--- src/rtl/lbk_pkg.sv ---
package lbk_pkg;

    typedef enum logic [1:0] {
        MODE_NORMAL = 2'b00,
        MODE_LOCAL  = 2'b01,
        MODE_REMOTE = 2'b10,
        MODE_TEST   = 2'b11
    } lbk_mode_e;

    typedef struct packed {
        logic pos;
        logic neg;
    } rail_pair_t;

    localparam int SEL_W = 2;

endpackage

--- src/rtl/lbk_sel_sync.sv ---
module lbk_sel_sync #(
    parameter int STAGES = 2,
    parameter int WIDTH  = 2
) (
    input  logic             clk,
    input  logic             rst_n,
    input  logic [WIDTH-1:0] async_i,
    output logic [WIDTH-1:0] sync_o
);

    generate
        for (genvar b = 0; b < WIDTH; b++) begin : g_bit
            logic [STAGES-1:0] chain_q;
            always_ff @(posedge clk or negedge rst_n) begin
                if (!rst_n) begin
                    chain_q <= '0;
                end else begin
                    chain_q <= {chain_q[STAGES-2:0], async_i[b]};
                end
            end
            assign sync_o[b] = chain_q[STAGES-1];
        end
    endgenerate

endmodule

--- src/rtl/lbk_mode_fsm.sv ---
module lbk_mode_fsm
    import lbk_pkg::*;
(
    input  logic             clk,
    input  logic             rst_n,
    input  logic             bit_en_i,
    input  logic [SEL_W-1:0] sel_i,
    output lbk_mode_e        mode_o,
    output logic             loop_local_o,
    output logic             loop_remote_o,
    output logic             hiz_o
);

    lbk_mode_e state_q;
    lbk_mode_e state_d;

    always_comb begin
        state_d = state_q;
        if (bit_en_i) begin
            unique case (sel_i)
                2'b00:   state_d = MODE_NORMAL;
                2'b01:   state_d = MODE_LOCAL;
                2'b10:   state_d = MODE_REMOTE;
                default: state_d = MODE_TEST;
            endcase
        end
    end

    always_ff @(posedge clk or negedge rst_n) begin
        if (!rst_n) begin
            state_q <= MODE_NORMAL;
        end else begin
            state_q <= state_d;
        end
    end

    always_comb begin
        mode_o        = state_q;
        loop_local_o  = 1'b0;
        loop_remote_o = 1'b0;
        hiz_o         = 1'b0;
        unique case (state_q)
            MODE_NORMAL: ;
            MODE_LOCAL:  loop_local_o  = 1'b1;
            MODE_REMOTE: loop_remote_o = 1'b1;
            MODE_TEST:   hiz_o         = 1'b1;
        endcase
    end

    // without a strobe the mode never moves
    assert_mode_hold_R7: assert property (@(posedge clk) disable iff (!rst_n)
        !bit_en_i |=> $stable(state_q));

    // at most one routing flag at a time
    assert_flags_exclusive_R8: assert property (@(posedge clk) disable iff (!rst_n)
        $onehot0({loop_local_o, loop_remote_o, hiz_o}));

endmodule

--- src/rtl/lbk_router.sv ---
module lbk_router
    import lbk_pkg::*;
(
    input  logic       clk,
    input  logic       rst_n,
    input  logic       loop_local_i,
    input  logic       loop_remote_i,
    input  logic       hiz_i,
    input  rail_pair_t term_tx_i,
    input  rail_pair_t slc_rx_i,
    input  logic       slc_los_i,
    output rail_pair_t line_tx_o,
    output rail_pair_t term_rx_o,
    output logic       los_o,
    output logic       oe_o
);

    rail_pair_t tx_src;
    rail_pair_t rx_src;
    logic       los_d;
    logic       oe_d;

    always_comb begin
        tx_src = term_tx_i;
        rx_src = slc_rx_i;
        los_d  = slc_los_i;
        oe_d   = 1'b1;
        if (hiz_i) begin
            tx_src = '0;
            rx_src = '0;
            los_d  = 1'b0;
            oe_d   = 1'b0;
        end else if (loop_local_i) begin
            rx_src = term_tx_i;
            los_d  = 1'b0;
        end else if (loop_remote_i) begin
            tx_src = slc_rx_i;
        end
    end

    always_ff @(posedge clk or negedge rst_n) begin
        if (!rst_n) begin
            line_tx_o <= '0;
            term_rx_o <= '0;
            los_o     <= 1'b0;
            oe_o      <= 1'b1;
        end else begin
            line_tx_o <= tx_src;
            term_rx_o <= rx_src;
            los_o     <= los_d;
            oe_o      <= oe_d;
        end
    end

    assert_local_loop_R1: assert property (@(posedge clk) disable iff (!rst_n)
        loop_local_i |=> (term_rx_o == $past(term_tx_i)) && (line_tx_o == $past(term_tx_i)));

    assert_local_los_R2: assert property (@(posedge clk) disable iff (!rst_n)
        loop_local_i |=> !los_o);

    assert_remote_loop_R3: assert property (@(posedge clk) disable iff (!rst_n)
        loop_remote_i |=> (line_tx_o == $past(slc_rx_i)) && (term_rx_o == $past(slc_rx_i)));

    assert_test_hiz_R5: assert property (@(posedge clk) disable iff (!rst_n)
        hiz_i |=> !oe_o && (line_tx_o == '0) && (term_rx_o == '0) && !los_o);

    assert_normal_R6: assert property (@(posedge clk) disable iff (!rst_n)
        !(hiz_i || loop_local_i || loop_remote_i) |=>
            (line_tx_o == $past(term_tx_i)) && (term_rx_o == $past(slc_rx_i)) && (los_o == $past(slc_los_i)));

endmodule

--- src/rtl/lbk_mode_ctrl.sv ---
module lbk_mode_ctrl
    import lbk_pkg::*;
#(
    parameter int SYNC_STAGES = 2
) (
    input  logic       clk,
    input  logic       rst_n,
    input  logic       bit_en,
    input  logic       lb_local_sel,
    input  logic       lb_remote_sel,
    input  logic       term_tx_pos,
    input  logic       term_tx_neg,
    input  logic       slc_rx_pos,
    input  logic       slc_rx_neg,
    input  logic       slc_los,
    output logic       line_tx_pos,
    output logic       line_tx_neg,
    output logic       line_tx_oe,
    output logic       term_rx_pos,
    output logic       term_rx_neg,
    output logic       term_rx_oe,
    output logic       los_out,
    output logic       los_oe,
    output logic [1:0] mode_status
);

    logic [SEL_W-1:0] sel_sync;
    lbk_mode_e        mode;
    logic             loop_local;
    logic             loop_remote;
    logic             hiz;
    rail_pair_t       line_tx;
    rail_pair_t       term_rx;
    logic             oe;

    lbk_sel_sync #(
        .STAGES (SYNC_STAGES),
        .WIDTH  (SEL_W)
    ) u_sync (
        .clk     (clk),
        .rst_n   (rst_n),
        .async_i ({lb_remote_sel, lb_local_sel}),
        .sync_o  (sel_sync)
    );

    lbk_mode_fsm u_fsm (
        .clk           (clk),
        .rst_n         (rst_n),
        .bit_en_i      (bit_en),
        .sel_i         (sel_sync),
        .mode_o        (mode),
        .loop_local_o  (loop_local),
        .loop_remote_o (loop_remote),
        .hiz_o         (hiz)
    );

    lbk_router u_router (
        .clk           (clk),
        .rst_n         (rst_n),
        .loop_local_i  (loop_local),
        .loop_remote_i (loop_remote),
        .hiz_i         (hiz),
        .term_tx_i     ('{pos: term_tx_pos, neg: term_tx_neg}),
        .slc_rx_i      ('{pos: slc_rx_pos, neg: slc_rx_neg}),
        .slc_los_i     (slc_los),
        .line_tx_o     (line_tx),
        .term_rx_o     (term_rx),
        .los_o         (los_out),
        .oe_o          (oe)
    );

    assign line_tx_pos = line_tx.pos;
    assign line_tx_neg = line_tx.neg;
    assign term_rx_pos = term_rx.pos;
    assign term_rx_neg = term_rx.neg;
    assign line_tx_oe  = oe;
    assign term_rx_oe  = oe;
    assign los_oe      = oe;
    assign mode_status = mode;

endmodule

--- config.mk ---
export PLATFORM = sky130hd
export DESIGN_NAME = lbk_mode_ctrl
export DESIGN_NICKNAME = d
export VERILOG_FILES = /design/src/rtl/lbk_pkg.sv /design/src/rtl/lbk_sel_sync.sv /design/src/rtl/lbk_mode_fsm.sv /design/src/rtl/lbk_router.sv /design/src/rtl/lbk_mode_ctrl.sv
export SDC_FILE = /design/constraint.sdc
export NUM_CORES = 1
export LEC_CHECK = 0
export BUFFER_PORTS_ARGS = -buffer_cell sky130_fd_sc_hd__buf_2
export CAP_MARGIN = 15
export CORE_AREA = 3 3 40 42
export CTS_BUF_LIST = sky130_fd_sc_hd__clkbuf_2 sky130_fd_sc_hd__clkbuf_4 sky130_fd_sc_hd__clkbuf_8
export DETAILED_ROUTE_END_ITERATION = 6
export DIE_AREA = 0 0 43 45
export MAX_ROUTING_LAYER = met4
export PLACE_DENSITY = 0.58
export REMOVE_ABC_BUFFERS = 1
export SLEW_MARGIN = 0
export SYNTH_ARGS = -nofsm -noshare
export SYNTH_HDL_FRONTEND = slang
export SYNTH_SLANG_ARGS = --single-unit
--- constraint.sdc ---
create_clock -name clk -period 1.1 [get_ports clk]
set_input_delay 0.165 -clock clk [delete_from_list [all_inputs] [get_ports clk]]
set_output_delay 0.165 -clock clk [all_outputs]
set_load 0.03 [all_outputs]
* Yosys cells after proc, flatten, opt, wreduce, memory -nomap -nowiden *
Cells that the tools add are included.
Widths: inputs -> output; s select.

cells by class
  equal/unequal tests = 5
  mux-type cells = 12
  reductions and logical operators = 1

operators by type and width
  operator            count
  $mux 2              5
  $eq 2x2->1 const B  3
  $mux 1              6
  $pmux 2 s3          1
  $eq 2x1->1 const B  2
  $logic_not 2->1     1

storage, ports and cells
  bits in registers = 12
  bits of input ports = 10
  output and inout port bits = 10
  word-level logic and storage cells = 27

* Depth between registers and ports, before layout *
Gate-level depths: netlist of the first run.

  word-level depth = 5
  depth in mapped cells = 2
  depth with buffers taken out = 2

* Hierarchy *
Synthesis of the first run repeated with hierarchy kept, for this count alone.

second synthesis, totals
  cells, all modules = 34
  area, all modules = 470.5 um2

modules (own cells, without submodules)
  module         times used  cells each  area each (um2)  seq. area each (um2)
  lbk_router     1           19          241.5            151.4
  lbk_sel_sync   1           6           115.1            100.1
  lbk_mode_fsm   1           7           98.8             50.0
  lbk_mode_ctrl  1           2           15.0             0.0

* Worst setup path before layout of the first run *
OpenSTA, ideal clock, no wires.

  kind = register to register
  start point = register, netlist name u_fsm.mode_o[0]
  end point = register u_fsm.state_q[0], in the netlist u_fsm.mode_o[0]
  library setup time = 0.125 ns
  arrival time = 0.845 ns
  required time = 0.975 ns
  setup slack = 0.130 ns
  cell stages (with the launch flop) = 2
  buffers on the path = 0
  clock period less this slack = 0.970 ns
  cells stage by stage = dfrtp_1 mux2_2

RTL lines
  what                  line                text
  end signal, assigned  lbk_mode_fsm.sv:33  state_q <= state_d;
  end, declared         lbk_mode_fsm.sv:14  lbk_mode_e state_q;

* Final worst setup path of the first run *
  start point = register u_router.oe_o
  end point = output los_oe

RTL lines
  what                    line                 text
  start, declared         lbk_router.sv:15     output logic oe_o
  start signal, assigned  lbk_router.sv:46     oe_o <= 1'b1;
  start signal, assigned  lbk_router.sv:51     oe_o <= oe_d;
  end, declared           lbk_mode_ctrl.sv:23  output logic los_oe,

No word-level cell between the ends.

==> results of run 1 <==
==> kinds of logic (layout without fill, tap and decap cells) <==
| logic type | count (synthesis) | in the layout | synth area share, % |
|---|---|---|---|
| AOI/OAI and AO/OA | 4 | 4 | 7.30 |
| buffers and inverters | 2 | 28 | 3.65 |
| DFF | 12 | 12 | 73.3 |
| muxes | 2 | 2 | 5.47 |
| and+or+nand+nor | 6 | 6 | 10.3 |
==> registers in the layout, indices dropped and copies added, names as in the netlist <==
register / flops
u_router.line_tx_o: 2
u_router.term_rx_o: 2
u_sync.g_bit.chain_q: 4
u_router.los_o: 1
u_router.oe_o: 1
u_fsm.mode_o: 2
==> cell usage after synthesis <==
cell type  number
dfrtp_1        11
mux2_2          2
a21o_1          4
dfstp_2         1
buf_4           2
nor2b_2         2
nand2_1         1
nor2b_1         2
and2b_2         1
==> through the flow <==
stage	setup TNS (ns)	power, mW
6_report	-0.0677	1.05
3_5_place_dp	0	0.696
2_1_floorplan	0	0.626
3_3_place_gp	0	0.692
4_1_cts	-0.103	1.05
5_1_grt	-0.170	1.10
==> path summary, 6_finish.rpt <==
kind / startpoint / cells past startpoint / to
setup / recovery: u_router.oe_o$_DFF_PN1_ / 1 / los_oe
hold / removal: slc_los / 2 / u_router.los_o$_DFF_PN0_
setup reg to reg: u_fsm.mode_o[1]$_DFFE_PN0P_ / 3 / u_router.term_rx_o[0]$_DFF_PN0_
hold reg to reg: u_sync.g_bit[0].chain_q[0]$_DFF_PN0_ / 0 / u_sync.g_bit[0].chain_q[1]$_DFF_PN0_
max in group asynchronous: rst_n / 2 / u_router.oe_o$_DFF_PN1_
min in group asynchronous: rst_n / 2 / u_router.term_rx_o[1]$_DFF_PN0_
==> timing repair <==
action	CTS	global route
buffers inserted	0	2
gates resized for setup	6	1
endpoints found under the setup margin	5	5
endpoints found under the hold margin	13	0
hold buffers	3	0
==> cell type report <==
| cell class | instances | area (um^2) |
|---|---|---|
| fill | 123 | 678 |
| sequential | 12 | 304 |
| timing repair buffer | 24 | 153 |
| multi-input combinational | 12 | 95.1 |
| clock buffer | 4 | 36.3 |
| tap | 15 | 18.8 |
==> report_power, final <==
group,total (mW),switching [mW],internal [mW]
combinational,0.217,0.128,0.0888
sequential,0.498,0.0149,0.483
clock,0.331,0.130,0.201
total,1.05,0.273,0.772
==> routing by layer <==
layer	GRT usage (%)	vias up	part of all wire, %
met5	-	-	0
met4	3.61	0	0
met3	5.18	0	12
met2	15.0	14	59
met1	6.35	140	29
li1	-	134	-
==> impl_metrics.csv, run 1 <==
group,metric,value,unit
status,status,"complete, but fails checks",
status,failed_checks,"setup timing",
cells_and_area,design_area,607,um^2
synth,syn_inst,26,
clocking,clock_path_buffers,2,
floorplanning,initial_utilization,32.0,%
clocking,cts_root_buf,"clkbuf_4",
synth,netlist_area,412,um^2
global_routing,grt_pass1_vias,273,
placed_design,gp_congestion,0.601,
global_routing,gr-total-overflow,0,
timing,rsz0062_at_grt,"yes",
critical_path,worstPathArrival,0.96,ns
clocking,cts_max_level,1,
critical_path,path_class,"reg -> out",
run,cap_violations,0,
critical_path,slowest_stage,"dfstp_2",
clocking,cts_num_sinks,12,
cells_and_area,drive_gt1_share,63.5,%
cells_and_area,layout_commonest_cell,"buf_2",
timing,worst_pin_slew,0.252,ns
synth,ys.warnings.count,0,
synth,synth_cell_type_count,9,
routing,drtPass1Iterations,1,
placed_design,dpl-instance-area,510,um^2
synth,synth-seq-cells,12,
cells_and_area,nets,63,
routing,viasPerCell,4.30,
synth,avgSynthCellArea,15.8,um^2
critical_path,required,0.94,ns
cells_and_area,instances_no_fill,67,
critical_path,endpoint_kind,"output pin",
timing,worst_hold_slack,0.137,ns
global_routing,antenna_found_initial,0,
synth,yosysSeqAreaShare,73.3,%
power,p_per_area,1720,nW/um^2
routing,ant_nets,0,
timing,layout_min_cycle_time,1.12,ns
timing,max_freq,890,MHz
timing,worst_slack,-0.0231,ns
cells_and_area,syn2layout_area_growth,47.4,%
floorplanning,io_pins,20,
global_routing,grt_max_degree,13,
cells_and_area,final_cell_mix,"buf_2, dfrtp_1, buf_4",
routing,num_vias,288,
critical_path,worst_setup_path_start_kind,"flop",
critical_path,cp_max_fo,3,
critical_path,cp_top_family,"flip-flops",
global_routing,grt_pass1_wl,1080,um
critical_path,critical_path.cell_chain,"buf_4",
routing,drt-total-wl,703,um
global_routing,grt_usage,8.21,%
placed_design,dp_cells,58,
synth,synth_area_leaders,"dfrtp_1, a21o_1, dfstp_2",
floorplanning,placementRows,13,
timing,fin_skew,0.000903,ns
floorplanning,die-area,1940,um^2
timing,maxSlewViolCount,0,
cells_and_area,utilization,47.2,%
timing,max_slew_margin,83.2,%
floorplanning,core-area,1280,um^2
critical_path,cpPeakStageDelay,0.54,ns
cells_and_area,n_antenna_cell,0,
critical_path,r2r_slack,0.18,ns
routing,drc,0,
timing,finalCritPeriodShare,102,%
clocking,clock_latency,0.26,ns
placed_design,place.port_buffers,19,
critical_path,path_buf_inv,1,
timing,setup_viol,3,
power,p_leak,0.324,nW
synth,synth_top_area_share,66.9,%
routing,wire_per_inst,10.5,um
routing,first_iter_violations,0,
synth,synth_largest_area_cell,"dfrtp_1",
power,irDropWorstVdd,827,uV
floorplanning,die_h,45,um
floorplanning,die_w,43,um
timing,finalHoldViolCount,0,
clocking,worst_setup_hold_path_clk_slew,0.07,ns
clocking,cts_buffers,3,
clocking,cts_tree,"done",
worst_hold_path,hold_class,"in -> reg",
placed_design,place_ws,0.231,ns
(Power assumes the default switching activity.)
==> run 2, diff against run 1 <==
--- a/config.mk
+++ b/config.mk
@@ -5,7 +5,7 @@
 export SDC_FILE = /design/constraint.sdc
 export NUM_CORES = 1
 export LEC_CHECK = 0
-export BUFFER_PORTS_ARGS = -buffer_cell sky130_fd_sc_hd__buf_2
+export BUFFER_PORTS_ARGS = -buffer_cell sky130_fd_sc_hd__clkbuf_2
 export CAP_MARGIN = 15
 export CORE_AREA = 3 3 40 42
 export CTS_BUF_LIST = sky130_fd_sc_hd__clkbuf_2 sky130_fd_sc_hd__clkbuf_4 sky130_fd_sc_hd__clkbuf_8
==> constraint.sdc (replaced) <==
create_clock -name clk -period 1.2 [get_ports clk]
set_input_delay 0.18 -clock clk [delete_from_list [all_inputs] [get_ports clk]]
set_output_delay 0.18 -clock clk [all_outputs]
set_load 0.03 [all_outputs]
==> run 2 against run 1 <==
Compared with the run above:
- the run now ends clean
- via count is 5.9% lower
- setup slack gained 0.059 ns
- cell area down 8.0%
==> impl_metrics.csv, run 2 (synthesized netlist as in run 1, its figures left out) <==
group,metric,value,unit
floorplanning,core-area,1280,um^2
clocking,cts_num_sinks,12,
floorplanning,die-area,1940,um^2
cells_and_area,nets,59,
cells_and_area,register_area,303,um^2
timing,setup_viol,0,
clocking,cts_root_buf,"clkbuf_4",
cells_and_area,fillers,125,
floorplanning,die_h,45,um
routing,drc,0,
cells_and_area,n_antenna_cell,0,
clocking,cts_buffers,3,
worst_hold_path,hold_depth,1,
cells_and_area,utilization,43.4,%
worst_hold_path,hold_class,"in -> reg",
power,irDropWorstVdd,658,uV
floorplanning,die_w,43,um
critical_path,path_class,"reg -> out",
placed_design,gp_congestion,0.620,
routing,first_iter_violations,2,
critical_path,path_buf_inv,1,
floorplanning,placementRows,13,
global_routing,grt_usage,8.46,%
critical_path,worst-path-stages,1,
global_routing,grt_pass1_wl,1100,um
critical_path,cpPeakStageDelay,0.53,ns
routing,wire_per_inst,11.0,um
critical_path,critical_path.cell_chain,"buf_2",
cells_and_area,syn2layout_area_growth,35.6,%
clocking,clock_latency,0.26,ns
floorplanning,initial_utilization,32.0,%
critical_path,worst_setup_path_start_kind,"flop",
critical_path,required,1.02,ns
timing,finalSetupTns,0,ns
clocking,cts_tree,"done",
placed_design,place.port_buffers,19,
global_routing,grt_pass1_vias,279,
global_routing,gr-total-overflow,0,
cells_and_area,multi_input_area,95.1,um^2
cells_and_area,layout_commonest_cell,"clkbuf_2",
critical_path,cp_max_fo,3,
cells_and_area,final_cell_mix,"clkbuf_2, dfrtp_1, a21o_1",
timing,max_freq,859,MHz
timing,rsz0062_at_grt,"no",
clocking,cts_max_level,1,
timing,worst_pin_slew,0.292,ns
floorplanning,io_pins,20,
routing,drt-total-wl,696,um
routing,drtPass1Iterations,2,
critical_path,endpoint_kind,"output pin",
critical_path,reg2reg_depth,1,
power,p_leak,0.303,nW
routing,viasPerCell,4.30,
routing,ant_nets,0,
power,p_per_area,1680,nW/um^2
global_routing,grt_max_degree,13,
global_routing,antenna_found_initial,0,
routing,num_vias,271,
critical_path,cp_top_family,"flip-flops",
run,cap_violations,0,
timing,max_slew_margin,80.5,%
timing,finalHoldViolCount,0,
timing,layout_min_cycle_time,1.16,ns
clocking,clock_path_buffers,2,
timing,finalCritPeriodShare,97.0,%
status,status,"finished, final reports clean",
cells_and_area,largest_reg_flops,4,
cells_and_area,drive_gt1_share,62.5,%
timing,fin_skew,0.00159,ns
critical_path,slowest_stage,"dfstp_2",
timing,maxSlewViolCount,0,
clocking,post_cts_buffers,0,
critical_path,worstPathArrival,0.98,ns
clocking,worst_setup_hold_path_clk_slew,0.07,ns
cells_and_area,top_register,"u_sync.g_bit.chain_q",
-- run 2: changes by cell type in the layout (fill, tap and decap cells not counted) --
cell	delta
clkbuf_2	+16
buf_2	-11
buf_4	-6
dlygate4sd3_1	-2
clkbuf_4	-1
dfrtp_1	+1
dfrtp_2	-1
-- run 2: final timing paths --
check / startpoint / endpoint / slack [ns]
max: u_router.oe_o$_DFF_PN1_ / los_oe / 0.04
min: lb_local_sel / u_sync.g_bit[0].chain_q[0]$_DFF_PN0_ / 0.02
max reg2reg: u_fsm.mode_o[1]$_DFFE_PN0P_ / u_fsm.mode_o[1]$_DFFE_PN0P_ / 0.36
max in group asynchronous: rst_n / u_router.oe_o$_DFF_PN1_ / 0.59
min reg2reg: u_sync.g_bit[0].chain_q[0]$_DFF_PN0_ / u_sync.g_bit[0].chain_q[1]$_DFF_PN0_ / 0.35
min in group asynchronous: rst_n / u_fsm.mode_o[1]$_DFFE_PN0P_ / 0.33
-- run 2: timing repair --
action | CTS | global route
resized for setup | 0 | 4
hold endpoints to repair | 11 | 0
hold buffers | 1 | 0
setup endpoints to repair | 0 | 4
-- run 2: report_power, final --
group	total [mW]	internal, mW	switching [mW]
registers	0.462	0.442	0.0208
logic	0.168	0.0589	0.109
clock network	0.310	0.184	0.126
-- run 2: cell type report --
| class | count | area share [%] |
|---|---|---|
| sequential | 12 | 54.3 |
| multi-input combinational | 12 | 17.0 |
| timing repair buffer | 20 | 18.8 |
| clock buffer | 4 | 6.50 |
| tap | 15 | 3.36 |
-- run 2: per-stage QoR --
| stage | total power, mW | hold slack [ns] | area (um^2) | cells | worst slack [ns] |
|---|---|---|---|---|---|
| after floorplan | 0.573 | -0.116 | 397 | 24 | 0.230 |
| after global placement | 0.634 | 0.0729 | 510 | 58 | 0.307 |
| after detailed placement | 0.638 | 0.0757 | 510 | 58 | 0.305 |
| after CTS | 0.955 | 0.00888 | 557 | 63 | 0.00459 |
| after global routing | 0.984 | 0.00291 | 558 | 63 | 0.00373 |
| final | 0.940 | 0.0175 | 558 | 63 | 0.0358 |
-- run 2: metal layers --
metal	vias up	GRT usage, %	routed length, um
met3	0	5.18	72
met1	133	6.82	224
met2	12	15.3	399
met5	-	-	0
li1	126	-	-
met4	0	3.61	0
==> run 3, diff against run 2 <==
--- a/config.mk
+++ b/config.mk
@@ -7,10 +7,10 @@
 export LEC_CHECK = 0
 export BUFFER_PORTS_ARGS = -buffer_cell sky130_fd_sc_hd__clkbuf_2
 export CAP_MARGIN = 15
-export CORE_AREA = 3 3 40 42
+export CORE_AREA = 2 2 39 41
 export CTS_BUF_LIST = sky130_fd_sc_hd__clkbuf_2 sky130_fd_sc_hd__clkbuf_4 sky130_fd_sc_hd__clkbuf_8
 export DETAILED_ROUTE_END_ITERATION = 6
-export DIE_AREA = 0 0 43 45
+export DIE_AREA = 0 0 41 43
 export MAX_ROUTING_LAYER = met4
 export PLACE_DENSITY = 0.58
 export REMOVE_ABC_BUFFERS = 1
==> run 3 against run 2 <==
Compared with the run above:
- count of clock-buffer cells in the layout unchanged
- power is 1.3% higher
- utilization decreased by 1.0 points
- cell area grew 5.2%
- setup slack better by 0.014 ns
- combinational power up 5%
- clock power about the same
- clock skew increased by 0.0012 ns
- via count is 0.74% lower
- flip-flop and latch count did not move
==> impl_metrics.csv, run 3 (synthesized netlist as in run 1, its figures left out) <==
group,metric,value,unit
clocking,clock_latency,0.27,ns
cells_and_area,final_cell_mix,"clkbuf_2, dfrtp_1, a21o_1",
cells_and_area,fillers,133,
critical_path,crit_end,"los_oe",
critical_path,critical_path.cell_chain,"buf_4",
cells_and_area,design_area,587,um^2
cells_and_area,drive_gt1_share,60.0,%
worst_hold_path,hold_class,"in -> reg",
global_routing,grt_usage,9.82,%
placed_design,place.port_buffers,19,
critical_path,reg2reg_depth,1,
floorplanning,die_h,43,um
timing,finalCritPeriodShare,95.8,%
clocking,cts_max_level,1,
global_routing,grt_pass1_vias,252,
cells_and_area,layout_commonest_cell,"clkbuf_2",
routing,top_layer,"met3",
power,total_power,0.952,mW
routing,first_iter_violations,0,
routing,drc,0,
placed_design,gp_congestion,0.646,
routing,viasPerCell,4.08,
global_routing,grt_max_degree,13,
clocking,cts_root_buf,"clkbuf_4",
timing,layout_min_cycle_time,1.15,ns
floorplanning,io_pins,20,
critical_path,worst-path-stages,1,
status,status,"finished, final reports clean",
power,irDropWorstVdd,627,uV
global_routing,grt_pass1_wl,1010,um
floorplanning,core-area,1380,um^2
cells_and_area,largest_reg_flops,4,
timing,worst_hold_slack,0.138,ns
critical_path,reg2reg_from,"u_fsm.mode_o[0]$_DFFE_PN0P_",
critical_path,slowest_stage,"dfstp_2",
timing,max_slew_margin,81.2,%
worst_hold_path,worstHoldStart,"slc_los",
critical_path,r2r_slack,0.35,ns
cells_and_area,n_antenna_cell,0,
global_routing,gr-total-overflow,0,
cells_and_area,top_register,"u_sync.g_bit.chain_q",
timing,finalSetupTns,0,ns
floorplanning,die-area,1760,um^2
clocking,cts_num_sinks,12,
critical_path,cp_top_family,"flip-flops",
routing,ant_nets,0,
timing,fin_skew,0.00281,ns
clocking,cts_tree,"done",
floorplanning,initial_utilization,29.7,%
critical_path,path_buf_inv,1,
critical_path,endpoint_kind,"output pin",
critical_path,cp_max_fo,3,
timing,worst_pin_slew,0.283,ns
power,p_per_area,1620,nW/um^2
timing,max_freq,870,MHz
routing,wl_met2,275,um
routing,route.met3.wl,77,um
timing,setup_viol,0,
timing,finalHoldViolCount,0,
power,p_leak,0.315,nW
cells_and_area,syn2layout_area_growth,42.6,%
timing,rsz0062_at_grt,"yes",
critical_path,path_class,"reg -> out",
critical_path,cpPeakStageDelay,0.55,ns
timing,maxSlewViolCount,0,
floorplanning,die_w,41,um
placed_design,place_hpwl,455,um
clocking,worst_setup_hold_path_clk_slew,0.07,ns
critical_path,cp-startpoint,"u_router.oe_o$_DFF_PN1_",
cells_and_area,register_area,303,um^2
routing,drt-total-wl,621,um
critical_path,r2r-end,"u_fsm.mode_o[0]$_DFFE_PN0P_",
floorplanning,placementRows,14,
routing,wire_per_inst,9.41,um
cells_and_area,nets,61,
clocking,clock_path_buffers,2,
placed_design,dpl-instance-area,512,um^2
routing,met1_length,268,um
routing,num_vias,269,
clocking,cts_buffers,3,
critical_path,worstPathArrival,0.97,ns
critical_path,worst_setup_path_start_kind,"flop",
global_routing,antenna_found_initial,0,
cells_and_area,multi_input_area,95.1,um^2
critical_path,required,1.02,ns
routing,drtPass1Iterations,1,
run,cap_violations,0,
[run 3: cell types whose count changed in the layout (fill, tap and decap cells not counted)]
cell and change:
buf_2 -3, buf_4 +3, dlygate4sd3_1 +2
[run 3: what timing repair did]
| item | 4_1_cts | 5_1_grt |
|---|---|---|
| hold endpoints to repair | 13 | 0 |
| buffers inserted | 0 | 0 |
| endpoints found under the setup margin | 4 | 3 |
| hold buffers | 3 | 0 |
| resized for setup | 4 | 3 |
| gates cloned | 0 | 0 |
[run 3: routing by layer]
metal  track usage, %  up-vias
met1             9.46      120
met3             6.28        0
li1                 -      132
met5                -        -
met4             8.00        0
met2             13.1       17
[run 3: through the flow]
step / cells / setup slack, ns / utilization (%)
floorplan: 24 / 0.230 / -
global placement: 59 / 0.308 / 37.0
detailed placement: 59 / 0.301 / 37.0
CTS: 66 / 0.0106 / 42.4
global route: 66 / -0.000312 / 42.4
finish: 66 / 0.0503 / 42.4
[run 3: final cells by class]
cell class / count / area share [%]
Clock buffer: 4 / 6.18
Multi-Input combinational cell: 12 / 16.2
Sequential cell: 12 / 51.6
Tap cell: 16 / 3.41
Timing Repair Buffer: 22 / 22.6
[run 3: worst min-delay path by stage]
stage	endpoint	slack, ns	cells after the start
after floorplan	u_fsm.mode_o[0]$_DFFE_PN0P_	-0.12	0
after global placement	u_router.los_o$_DFF_PN0_	0.07	1
after detailed placement	u_router.los_o$_DFF_PN0_	0.07	1
after CTS	u_router.los_o$_DFF_PN0_	0.13	2
after global routing	u_router.los_o$_DFF_PN0_	0.13	2
final	u_router.los_o$_DFF_PN0_	0.14	2
[run 3: report_power, final]
group	total [mW]	internal (mW)	switching, mW
clock network	0.312	0.184	0.128
logic	0.177	0.0686	0.108
registers	0.463	0.442	0.0212
